<file path="src/rtl/exu_pkg.sv">
package exu_pkg;

    localparam int INSTR_W = 32;
    localparam int OPC_W   = 6;
    localparam int REG_W   = 5;
    localparam int IMM_W   = 16;

    // primary opcodes
    localparam logic [OPC_W-1:0] OPC_SPECIAL = 6'd0;
    localparam logic [OPC_W-1:0] OPC_ADDI    = 6'd8;
    localparam logic [OPC_W-1:0] OPC_SLTI    = 6'd10;
    localparam logic [OPC_W-1:0] OPC_ANDI    = 6'd12;
    localparam logic [OPC_W-1:0] OPC_ORI     = 6'd13;
    localparam logic [OPC_W-1:0] OPC_LUI     = 6'd15;
    localparam logic [OPC_W-1:0] OPC_LW      = 6'd35;
    localparam logic [OPC_W-1:0] OPC_SW      = 6'd43;

    // function codes under OPC_SPECIAL
    localparam logic [5:0] FN_SLL = 6'd0;
    localparam logic [5:0] FN_SRL = 6'd2;
    localparam logic [5:0] FN_ADD = 6'd32;
    localparam logic [5:0] FN_SUB = 6'd34;
    localparam logic [5:0] FN_SLT = 6'd42;

    typedef enum logic [3:0] {
        K_NONE, K_ADD, K_SUB, K_SLT, K_SLL, K_SRL, K_AND, K_OR, K_LUI
    } alu_kind_e;

    typedef enum logic [1:0] {
        B_REG, B_SEXT, B_ZEXT
    } bsel_e;

    typedef struct packed {
        alu_kind_e        kind;
        bsel_e            bsel;
        logic [REG_W-1:0] dest;
        logic             wen;
        logic [REG_W-1:0] shamt;
        logic [IMM_W-1:0] imm;
    } ctrl_t;

    typedef enum logic {
        ST_EMPTY, ST_FULL
    } stage_st_e;

endpackage

</file>
<file path="src/rtl/exu_decode.sv">
module exu_decode
    import exu_pkg::*;
(
    input  logic [INSTR_W-1:0] instr,
    output ctrl_t              ctrl
);

    localparam int OPC_LO = INSTR_W - OPC_W;
    localparam int RS_LO  = OPC_LO - REG_W;
    localparam int RT_LO  = RS_LO - REG_W;
    localparam int RD_LO  = RT_LO - REG_W;
    localparam int SH_LO  = RD_LO - REG_W;

    logic [OPC_W-1:0] opc;
    logic [REG_W-1:0] f_rt, f_rd, f_sh;
    logic [5:0]       f_fn;
    logic             raw_wen;
    logic [REG_W-1:0] raw_dest;

    assign opc  = instr[INSTR_W-1:OPC_LO];
    assign f_rt = instr[RS_LO-1:RT_LO];
    assign f_rd = instr[RT_LO-1:RD_LO];
    assign f_sh = instr[RD_LO-1:SH_LO];
    assign f_fn = instr[SH_LO-1:0];

    always_comb begin
        ctrl.kind  = K_NONE;
        ctrl.bsel  = B_REG;
        ctrl.shamt = f_sh;
        ctrl.imm   = instr[IMM_W-1:0];
        raw_dest   = f_rt;
        raw_wen    = 1'b0;
        unique case (opc)
            OPC_SPECIAL: begin
                raw_dest = f_rd;
                raw_wen  = 1'b1;
                unique case (f_fn)
                    FN_ADD:  ctrl.kind = K_ADD;
                    FN_SUB:  ctrl.kind = K_SUB;
                    FN_SLT:  ctrl.kind = K_SLT;
                    FN_SLL:  ctrl.kind = K_SLL;
                    FN_SRL:  ctrl.kind = K_SRL;
                    default: raw_wen   = 1'b0;
                endcase
            end
            OPC_ADDI: begin ctrl.kind = K_ADD; ctrl.bsel = B_SEXT; raw_wen = 1'b1; end
            OPC_SLTI: begin ctrl.kind = K_SLT; ctrl.bsel = B_SEXT; raw_wen = 1'b1; end
            OPC_ANDI: begin ctrl.kind = K_AND; ctrl.bsel = B_ZEXT; raw_wen = 1'b1; end
            OPC_ORI:  begin ctrl.kind = K_OR;  ctrl.bsel = B_ZEXT; raw_wen = 1'b1; end
            OPC_LUI:  begin ctrl.kind = K_LUI; ctrl.bsel = B_ZEXT; raw_wen = 1'b1; end
            OPC_LW:   begin ctrl.kind = K_ADD; ctrl.bsel = B_SEXT; raw_wen = 1'b1; end
            OPC_SW:   begin ctrl.kind = K_ADD; ctrl.bsel = B_SEXT; raw_wen = 1'b0; end
            default:  raw_wen = 1'b0;
        endcase
        ctrl.dest = raw_dest;
        // register 0 is hard-wired: never strobe a write to it
        ctrl.wen  = raw_wen && (raw_dest != '0);
    end

endmodule

</file>
<file path="src/rtl/exu_operand.sv">
module exu_operand
    import exu_pkg::*;
#(
    parameter int DATA_W = 32
) (
    input  bsel_e             bsel,
    input  logic [IMM_W-1:0]  imm,
    input  logic [DATA_W-1:0] rt_val,
    output logic [DATA_W-1:0] opb
);

    localparam int EXT_W = DATA_W - IMM_W;

    logic [DATA_W-1:0] imm_s, imm_z;

    generate
        if (EXT_W > 0) begin : g_ext
            assign imm_s = {{EXT_W{imm[IMM_W-1]}}, imm};
            assign imm_z = {{EXT_W{1'b0}}, imm};
        end else begin : g_noext
            assign imm_s = imm[DATA_W-1:0];
            assign imm_z = imm[DATA_W-1:0];
        end
    endgenerate

    always_comb begin
        unique case (bsel)
            B_SEXT:  opb = imm_s;
            B_ZEXT:  opb = imm_z;
            default: opb = rt_val;
        endcase
    end

endmodule

</file>
<file path="src/rtl/exu_alu.sv">
module exu_alu
    import exu_pkg::*;
#(
    parameter int DATA_W = 32
) (
    input  alu_kind_e         kind,
    input  logic [REG_W-1:0]  shamt,
    input  logic [DATA_W-1:0] opa,
    input  logic [DATA_W-1:0] opb,
    input  logic [DATA_W-1:0] rt_val,
    output logic [DATA_W-1:0] result
);

    localparam int UP_SH = DATA_W - IMM_W;

    logic signed [DATA_W-1:0] sa, sb;
    logic                     less;

    assign sa   = opa;
    assign sb   = opb;
    assign less = (sa < sb);

    always_comb begin
        unique case (kind)
            K_ADD:   result = opa + opb;
            K_SUB:   result = opa - opb;
            K_SLT:   result = {{(DATA_W-1){1'b0}}, less};
            K_SLL:   result = rt_val << shamt;
            K_SRL:   result = rt_val >> shamt;
            K_AND:   result = opa & opb;
            K_OR:    result = opa | opb;
            K_LUI:   result = opb << UP_SH;
            default: result = '0;
        endcase
    end

endmodule

</file>
<file path="src/rtl/int_exec_unit.sv">
module int_exec_unit
    import exu_pkg::*;
#(
    parameter int DATA_W = 32
) (
    input  logic              clk,
    input  logic              rst_n,
    input  logic              in_valid,
    input  logic [31:0]       in_instr,
    input  logic [31:0]       in_rs_val,
    input  logic [31:0]       in_rt_val,
    output logic              out_valid,
    output logic [31:0]       out_result,
    output logic [4:0]        out_dest,
    output logic              out_wen
);

    ctrl_t             ctrl;
    logic [DATA_W-1:0] opb;
    logic [DATA_W-1:0] alu_res;

    stage_st_e         st_q, st_d;
    alu_kind_e         kind_q;
    logic [REG_W-1:0]  shamt_q;

    exu_decode u_dec (
        .instr (in_instr),
        .ctrl  (ctrl)
    );

    exu_operand #(.DATA_W(DATA_W)) u_opb (
        .bsel   (ctrl.bsel),
        .imm    (ctrl.imm),
        .rt_val (in_rt_val),
        .opb    (opb)
    );

    exu_alu #(.DATA_W(DATA_W)) u_alu (
        .kind   (ctrl.kind),
        .shamt  (ctrl.shamt),
        .opa    (in_rs_val),
        .opb    (opb),
        .rt_val (in_rt_val),
        .result (alu_res)
    );

    // next-state: load on an accepted instruction, drain otherwise
    always_comb begin
        unique case (st_q)
            ST_EMPTY: st_d = in_valid ? ST_FULL : ST_EMPTY;
            ST_FULL:  st_d = in_valid ? ST_FULL : ST_EMPTY;
            default:  st_d = ST_EMPTY;
        endcase
    end

    // state register
    always_ff @(posedge clk or negedge rst_n) begin
        if (!rst_n) st_q <= ST_EMPTY;
        else        st_q <= st_d;
    end

    // output register
    always_ff @(posedge clk or negedge rst_n) begin
        if (!rst_n) begin
            out_result <= '0;
            out_dest   <= '0;
            out_wen    <= 1'b0;
            kind_q     <= K_NONE;
            shamt_q    <= '0;
        end else if (st_d == ST_FULL) begin
            out_result <= alu_res;
            out_dest   <= ctrl.dest;
            out_wen    <= ctrl.wen;
            kind_q     <= ctrl.kind;
            shamt_q    <= ctrl.shamt;
        end else begin
            out_wen    <= 1'b0;
        end
    end

    assign out_valid = (st_q == ST_FULL);

    // ---------------- assertions ----------------
    p_no_zero_write_r10: assert property (@(posedge clk) disable iff (!rst_n)
        out_wen |-> (out_dest != '0));

    p_quiet_when_empty_r2: assert property (@(posedge clk) disable iff (!rst_n)
        !out_valid |-> !out_wen);

    p_accept_shows_r2: assert property (@(posedge clk) disable iff (!rst_n)
        in_valid |=> out_valid);

    p_cmp_boolean_r4: assert property (@(posedge clk) disable iff (!rst_n)
        (out_valid && kind_q == K_SLT) |-> (out_result[DATA_W-1:1] == '0));

    p_srl_fill_r5: assert property (@(posedge clk) disable iff (!rst_n)
        (out_valid && kind_q == K_SRL && shamt_q != '0) |-> !out_result[DATA_W-1]);

    p_lui_low_clear_r8: assert property (@(posedge clk) disable iff (!rst_n)
        (out_valid && kind_q == K_LUI) |-> (out_result[IMM_W-1:0] == '0));

    p_unknown_inert_r11: assert property (@(posedge clk) disable iff (!rst_n)
        (out_valid && kind_q == K_NONE) |-> (!out_wen && out_result == '0));

endmodule

</file>
<file path="config.mk">
export PLATFORM = sky130hd
export DESIGN_NAME = int_exec_unit
export DESIGN_NICKNAME = d
export VERILOG_FILES = /design/src/rtl/exu_pkg.sv /design/src/rtl/exu_decode.sv /design/src/rtl/exu_operand.sv /design/src/rtl/exu_alu.sv /design/src/rtl/int_exec_unit.sv
export SDC_FILE = /design/constraint.sdc
export NUM_CORES = 1
export LEC_CHECK = 0
export ABC_CLOCK_PERIOD_IN_PS = 4750
export BUFFER_PORTS_ARGS = -buffer_cell sky130_fd_sc_hd__buf_2
export CAP_MARGIN = 20
export CORE_ASPECT_RATIO = 0.8
export CORE_MARGIN = 4
export CORE_UTILIZATION = 60
export CTS_CLUSTER_SIZE = 28
export DETAILED_ROUTE_END_ITERATION = 10
export PLACE_DENSITY = 0.82
export SYNTH_ARGS = -nofsm -noshare
export SYNTH_HDL_FRONTEND = slang
export SYNTH_SLANG_ARGS = --single-unit
</file>
<file path="constraint.sdc">
create_clock -name clk -period 4.75 [get_ports clk]
set_clock_uncertainty 0.05 [all_clocks]
set_input_delay 0.475 -clock clk [delete_from_list [all_inputs] [get_ports clk]]
set_output_delay 0.475 -clock clk [all_outputs]
set_load 0.005 [all_outputs]
</file>
==> results of run 1 <==
-- kinds of logic (layout without fill, tap and decap cells) --
logic type	Yosys count	in the layout
AO/OA/AOI/OAI	499	499
AND/OR/NAND/NOR	380	380
buffers and inverters	218	391
multiplexers	122	122
adder cells (fa/ha/maj)	103	103
flip-flops	39	39
XOR/XNOR	16	16
-- where the power goes --
group | leakage (nW) | total [mW] | internal (mW) | switching, mW
clock network | 0.0769 | 0.396 | 0.246 | 0.150
registers | 0.524 | 0.358 | 0.347 | 0.0113
logic | 5.11 | 1.61 | 0.642 | 0.968
total | 5.71 | 2.37 | 1.24 | 1.13
-- critical path, cell delays in order --
cell,delay (ns)
buf_2,0.11
buf_4,0.16
nand4bb_1,0.23
nor2_2,0.21
inv_1,0.07
ha_1,0.23
nor2_2,0.19
nor2_4,0.08
buf_4,0.16
a22oi_2,0.26
ha_1,0.32
a211oi_1,0.44
o211ai_1,0.20
a21oi_1,0.31
o211ai_2,0.18
a41oi_4,0.33
o21ai_1,0.12
o221a_2,0.25
nor3_1,0.31
a221o_1,0.17
-- cell usage after synthesis, types with 19 or more instances --
cell type / instances
nand2_1: 75
a211oi_1: 33
nor2_1: 159
nor3_1: 38
o21ai_0: 62
a21o_1: 21
mux4_2: 49
o22ai_1: 22
buf_2: 31
a22oi_1: 28
mux2i_1: 65
dfrtp_1: 39
clkbuf_1: 53
ha_1: 101
o21a_1: 19
inv_1: 106
a21oi_1: 110
-- worst max-delay path by stage --
stage	to	slack, ns	depth (start not counted)
2_1_floorplan	out_result[30]	-0.009	23
3_3_place_gp	out_result[30]	-0.04	20
3_5_place_dp	out_result[30]	-0.17	20
4_1_cts	out_result[30]	0.09	20
5_1_grt	out_result[22]	-0.02	23
6_report	out_result[21]	0.11	20
-- through the flow --
step	TNS [ns]	power (mW)	hold WS, ns	utilization (%)	area (µm²)
floorplan	-0.00908	1.31	0.129	-	10700
global placement	-0.0623	1.86	0.413	70.0	12200
detailed placement	-1.12	1.88	0.419	70.0	12200
CTS	0	2.28	0.319	70.9	12300
global route	-0.0294	2.46	0.357	71.5	12400
finish	0	2.37	0.303	71.5	12400
-- placed cells by master (no fill, tap or decap), types with 13 or more instances in the layout --
cell | netlist | final
xnor2_1 | 14 | 14
dfrtp_1 | 39 | 39
nor3_1 | 38 | 38
mux4_2 | 49 | 49
nor2_1 | 159 | 155
o211ai_1 | 14 | 14
o221ai_1 | 17 | 17
nand2_1 | 75 | 75
nand2b_1 | 17 | 17
a22oi_1 | 28 | 21
inv_1 | 106 | 106
o21a_1 | 19 | 19
o31ai_1 | 16 | 14
a211oi_1 | 33 | 33
a221oi_1 | 17 | 17
a21oi_1 | 110 | 110
nand3_1 | 18 | 18
o2bb2ai_1 | 17 | 17
mux2i_1 | 65 | 65
a21o_1 | 21 | 21
buf_4 | 7 | 142
ha_1 | 101 | 95
o21bai_1 | 15 | 15
a221o_1 | 15 | 15
nor2b_1 | 13 | 13
o22ai_1 | 22 | 22
o21ai_0 | 62 | 61
buf_2 | 31 | 130
-- registers in the layout, indices dropped and copies added, names as in the netlist --
register and flops:
out_dest 5, out_result 32, out_valid 1, out_wen 1
-- routing by layer --
layer | vias to the layer above | GRT usage, % | share of wire (%)
met5 | - | 0 | 0.028
met3 | 210 | 12.4 | 15
li1 | 5544 | - | -
met4 | 2 | 19.4 | 6.0
met1 | 6064 | 64.7 | 39
met2 | 1134 | 64.2 | 40
-- area by class of cell --
type	instances	area share (%)
flip-flops and latches	39	7.85
repair buffers	274	14.1
well taps	225	2.26
clock buffers	6	1.04
clock inverters	1	0.242
inverters	110	3.33
multi-input cells	1120	71.1
==> key figures, run 1 <==
Die
  • Die H: 127 µm
  • DIE AREA: 20000 µm²
  • Initial Util: between 60% and 70%
  • Core box area: about 17000 µm²
  • DIE WIDTH: between 150 and 200 µm
  • I/O Pins: between 100 and 150
  • Row count: between 40 and 50

Cells and area
  • Reg area: ~980 µm²
  • Area of the multi-input gates: a little under 9000 µm²
  • Share of cells above drive strength 1: between 20% and 30%
  • Layout Cells excl Fill: 1775
  • Area Growth Syn to Fin: 16.6%
  • FILL cells: roughly 1.5k
  • Nets: between 1.5k and 2k
  • N_diodes: 0

Placed design
  • Setup Slack @ Placement: -0.174 ns
  • Routability cong.: slightly above 1
  • Placed insts: approximately 1.8k
  • Input/output buffers: between 100 and 150
  • Post-DP HPWL: 37100 µm

Outcome
  • Status: complete, no violations

Timing
  • Slew @ Worst Pin: roughly 1.1 ns
  • Final hold violations: 0
  • Fmax: 0.215 GHz
  • Minimum clock period: 4.64 ns
  • Fin crit share: between 90% and 100%
  • Slew headroom: 25.7%
  • Final WS setup: between 0.1 and 0.15 ns
  • Final setup fails: 0
  • Slew Viols, Final: 0

Job
  • Max Cap Violations: 0

Route
  • DRC viols: 0
  • Antenna-violating nets left: 0
  • 1st-iter DRT viols: roughly 2.2k
  • Routed len/inst: ~26 µm
  • Drt total wl: around 47000 µm
  • Vias per inst: between 7 and 8
  • Vias: between 10k and 15k
  • First-pass DRT Iterations: 7

Global route
  • Final global-route overflow total: 0
  • Gr usage total: between 40% and 50%
  • Largest net degree at the start of global routing: 70
  • Initial antenna violation count: 1
  • Vias in the first global route: 11.8k
  • First-pass GRT wire length: approximately 70000 µm

Clock network
  • CTS tree: yes
  • Worst-Skew Late Latency: approximately 0.29 ns
  • Clock slew at reported path FFs: around 0.06 ns
  • Post-CTS Resized: 0
  • Clk sink count: 39
  • Max clock buf depth: 2
  • CTS buffer count: 5
  • Setup bufs post-CTS: 0
  • Hold buffers post-CTS: 0
  • Root buf cell: clkbuf_16
  • CTS H-tree depth: 2

Logic synthesis
  • Adder-Cell Fraction of Synth Area: 12.2%
  • Syn. warnings: 0
  • Top cell type's share of synthesized area: 11.9%
  • Simple-gate portion of the synthesized area: between 15 and 20%
  • Area leader, netlist: ha_1
  • Cells after Synth: between 1k and 1.5k
  • Top cells by area, synth: ha_1 (12%), mux4_2 (10%), dfrtp_1 (9.2%)
  • Post-Synth XOR/XNOR Area: 1.32%
  • Cell Area, Synth: 10700 µm²
  • Syn nets: between 1.5k and 2k
  • Library cells used by synthesis: slightly above 100
  • Largest family of logic cells by synthesized area: compound AO/OA/AOI/OAI gates
  • Yosys reg bits: 39
  • Ys async rst share: 100%
  • Post-synthesis mux area share: between 10% and 20%
  • Number of synthesized flops with an enable pin: 0
  • Post-synthesis compound-gate area fraction: 34.0%
  • Syn avg cell area: about 7.7 µm²
  • Seq/Total Area, Yosys: under 10%
  • Dominant synthesized flop cell: dfrtp_1

Worst setup path
  • CP Launch Point: in_instr[31]
  • R2R Setup Slk: between 2 and 3 ns
  • Crit path launch type: input port
  • Critical path class: input port to flop
  • Crit end category: flop
  • WP data required: between 4 and 5 ns
  • Worst Path Arrival: ~4.8 ns
  • Max FO, Critical Path: 7
  • R2R Path Start: out_result[26]
  • Reg2reg path depth: 8
  • Reg2reg end: out_result[26]

Pwr
  • Worst VDD drop: roughly 160 µV
  • Power Density: between 150 and 200 nW/µm²
  • Cell leakage power: approximately 5.7 nW

Hold path
  • HP Class: input port to asynchronous set/reset pin
Power figures use the tool's default switching activity.
==> run 2, diff against run 1 <==
--- a/config.mk
+++ b/config.mk
@@ -5,15 +5,16 @@
 export SDC_FILE = /design/constraint.sdc
 export NUM_CORES = 1
 export LEC_CHECK = 0
-export ABC_CLOCK_PERIOD_IN_PS = 4750
+export ABC_CLOCK_PERIOD_IN_PS = 3900
 export BUFFER_PORTS_ARGS = -buffer_cell sky130_fd_sc_hd__buf_2
 export CAP_MARGIN = 20
 export CORE_ASPECT_RATIO = 0.8
 export CORE_MARGIN = 4
-export CORE_UTILIZATION = 60
+export CORE_UTILIZATION = 55
 export CTS_CLUSTER_SIZE = 28
 export DETAILED_ROUTE_END_ITERATION = 10
-export PLACE_DENSITY = 0.82
+export PLACE_DENSITY = 0.79
 export SYNTH_ARGS = -nofsm -noshare
 export SYNTH_HDL_FRONTEND = slang
 export SYNTH_SLANG_ARGS = --single-unit
+export TNS_END_PERCENT = 5
==> constraint.sdc (replaced) <==
create_clock -name clk -period 3.9 [get_ports clk]
set_clock_uncertainty 0.05 [all_clocks]
set_input_delay 0.39 -clock clk [delete_from_list [all_inputs] [get_ports clk]]
set_output_delay 0.39 -clock clk [all_outputs]
set_load 0.005 [all_outputs]
==> run 2 against run 1 <==
Against the previous run:
- the flow now finishes with violations (setup timing)
- register-to-register slack worse by 0.88 ns
- routed wire length up 9.3%
- clock-buffer cell count down 1
- sequential power up 22%
- power up 42%
- highest routed layer unchanged
==> key figures, run 2 (synthesized netlist as in run 1, its figures left out) <==
Route
  • Vias per inst: slightly below 7
  • Vias: about 14k
  • Routed len/inst: 26.1 µm
  • DRC viols: 0
  • First-pass DRT Iterations: 6
  • Antenna-violating nets left: 0
  • 1st-iter DRT viols: around 2.2k
  • Drt total wl: around 51000 µm

Timing
  • Fmax: about 0.24 GHz
  • Final WS setup: -0.251 ns
  • Final setup fails: 18
  • Minimum clock period: between 4 and 5 ns
  • Slew @ Worst Pin: approximately 1.0 ns
  • Slew Viols, Final: 0
  • Slew headroom: 32.4%
  • Final hold violations: 0
  • Fin crit share: 106%
  • RSZ-0062 raised after global routing: yes

Cells and area
  • Nets: 1913
  • Area of the multi-input gates: 9370 µm²
  • Max reg flops: 32
  • Biggest register: out_result
  • Commonest non-fill, non-tap cell in the layout: buf_4
  • FILL cells: around 1.5k
  • Area Growth Syn to Fin: 34.1%
  • Biggest regs: out_result (32), out_dest (5)
  • Reg area: ~1000 µm²
  • N_diodes: 0
  • Share of cells above drive strength 1: 37.3%
  • Most frequent cells in the layout: buf_4 (297), nor2_1 (154), buf_2 (127)
  • Layout Cells excl Fill: roughly 2.0k

Die
  • Core box area: around 19000 µm²
  • DIE AREA: between 20000 and 25000 µm²
  • I/O Pins: roughly 140
  • Row count: 45
  • Initial Util: a little under three fifths
  • Die H: ~130 µm
  • DIE WIDTH: around 160 µm

Placed design
  • Input/output buffers: between 100 and 150
  • Post-DP HPWL: ~40000 µm
  • Placed insts: ~1.9k
  • Routability cong.: 1.08

Clock network
  • Root buf cell: clkbuf_16
  • Max clock buf depth: 2
  • CTS H-tree depth: 2
  • Clk sink count: 39
  • CTS tree: yes
  • Hold buffers post-CTS: 0
  • Worst-Skew Late Latency: 0.30 ns
  • Clock slew at reported path FFs: ~0.07 ns
  • CTS buffer count: 5

Worst setup path
  • Crit path launch type: input port
  • Critical path class: input port to flop
  • Crit end category: flop
  • Max FO, Critical Path: 7
  • Reg2reg path depth: 8
  • WP data required: around 4.0 ns
  • Worst Path Arrival: roughly 4.3 ns

Hold path
  • HP Class: input port to asynchronous set/reset pin

Global route
  • Gr usage total: around 45%
  • First-pass GRT wire length: approximately 76000 µm
  • Final global-route overflow total: 0
  • Vias in the first global route: between 10k and 15k
  • Largest net degree at the start of global routing: 76
  • Initial antenna violation count: 3

Pwr
  • Final Power: 3.35 mW
  • Worst VDD drop: 166 µV
  • Power Density: between 200 and 250 nW/µm²
  • Cell leakage power: approximately 6.6 nW

Outcome
  • Failing checks: setup timing
  • Status: finished, violations left

Job
  • Max Cap Violations: 0
==> run 2: cell count changes in the layout (fill, tap and decap cells not counted), moves of 4 or more <==
cell | previous run | this run
ha_4 | 1 | 12
inv_2 | 3 | 9
o31ai_1 | 14 | 10
buf_4 | 142 | 297
nor3_2 | 1 | 7
buf_6 | 0 | 8
ha_1 | 95 | 86
nor3_1 | 38 | 30
a21oi_2 | 1 | 15
a221oi_1 | 17 | 10
a221oi_2 | 4 | 11
inv_1 | 106 | 100
a21oi_1 | 110 | 95
==> run 2: critical path: stages <==
cell	delay [ns]
buf_6	0.09
and3_4	0.19
a21oi_2	0.04
or3_4	0.36
ha_4	0.35
buf_12	0.15
buf_4	0.18
a22oi_1	0.11
buf_4	0.18
ha_1	0.33
a21o_1	0.21
a21o_1	0.21
a2111oi_4	0.35
nor3_2	0.09
a41oi_4	0.33
o31ai_4	0.10
mux2_1	0.34
a31oi_1	0.19
o31ai_1	0.09
==> run 2: power by group <==
part / switching (mW) / internal, mW / total (mW)
registers: 0.0147 / 0.422 / 0.437
clock network: 0.209 / 0.368 / 0.577
logic: 1.32 / 1.02 / 2.34
total: 1.55 / 1.81 / 3.35
==> run 2: cell type report <==
cell class,count,share of cell area [%]
clock inverter,3,0.473
sequential,39,6.83
timing repair buffer,435,21.1
inverter,110,2.90
tap,258,2.26
clock buffer,5,0.876
multi-input combinational,1120,65.6
==> run 2: worst paths after layout <==
kind                                   to  slack [ns]           start
hold reg to reg             out_result[5]        0.43   out_result[5]
setup / recovery           out_result[31]       -0.25    in_instr[26]
max in group asynchronous  out_result[28]        2.97           rst_n
hold / removal              out_result[7]        0.20           rst_n
setup reg to reg           out_result[26]        1.95  out_result[26]
min in group clk              out_dest[1]        0.36    in_instr[17]
==> run 2: routing by layer <==
layer | GRT usage [%] | part of all wire [%]
met4 | 20.2 | 6.1
met1 | 60.9 | 38
met5 | 0 | 0.058
met3 | 16.9 | 16
met2 | 64.6 | 40
==> run 2: per-stage QoR <==
step | setup slack [ns] | utilization (%) | hold slack (ns) | cell area, µm² | setup TNS, ns
6_report | -0.251 | 75.1 | 0.203 | 14300 | -2.60
5_1_grt | -0.373 | 75.1 | 0.259 | 14300 | -5.03
4_1_cts | -0.143 | 73.4 | 0.213 | 14000 | -1.40
3_5_place_dp | -0.693 | 70.3 | 0.418 | 13400 | -12.04
3_3_place_gp | -0.679 | 70.3 | 0.410 | 13400 | -11.14
2_1_floorplan | -0.414 | - | 0.0444 | 10900 | -5.66
==> run 2: what timing repair did <==
item	in CTS	in global routing
setup endpoints to repair	20	23
setup buffers	19	3
pin swaps	25	17
resized for setup	49	56
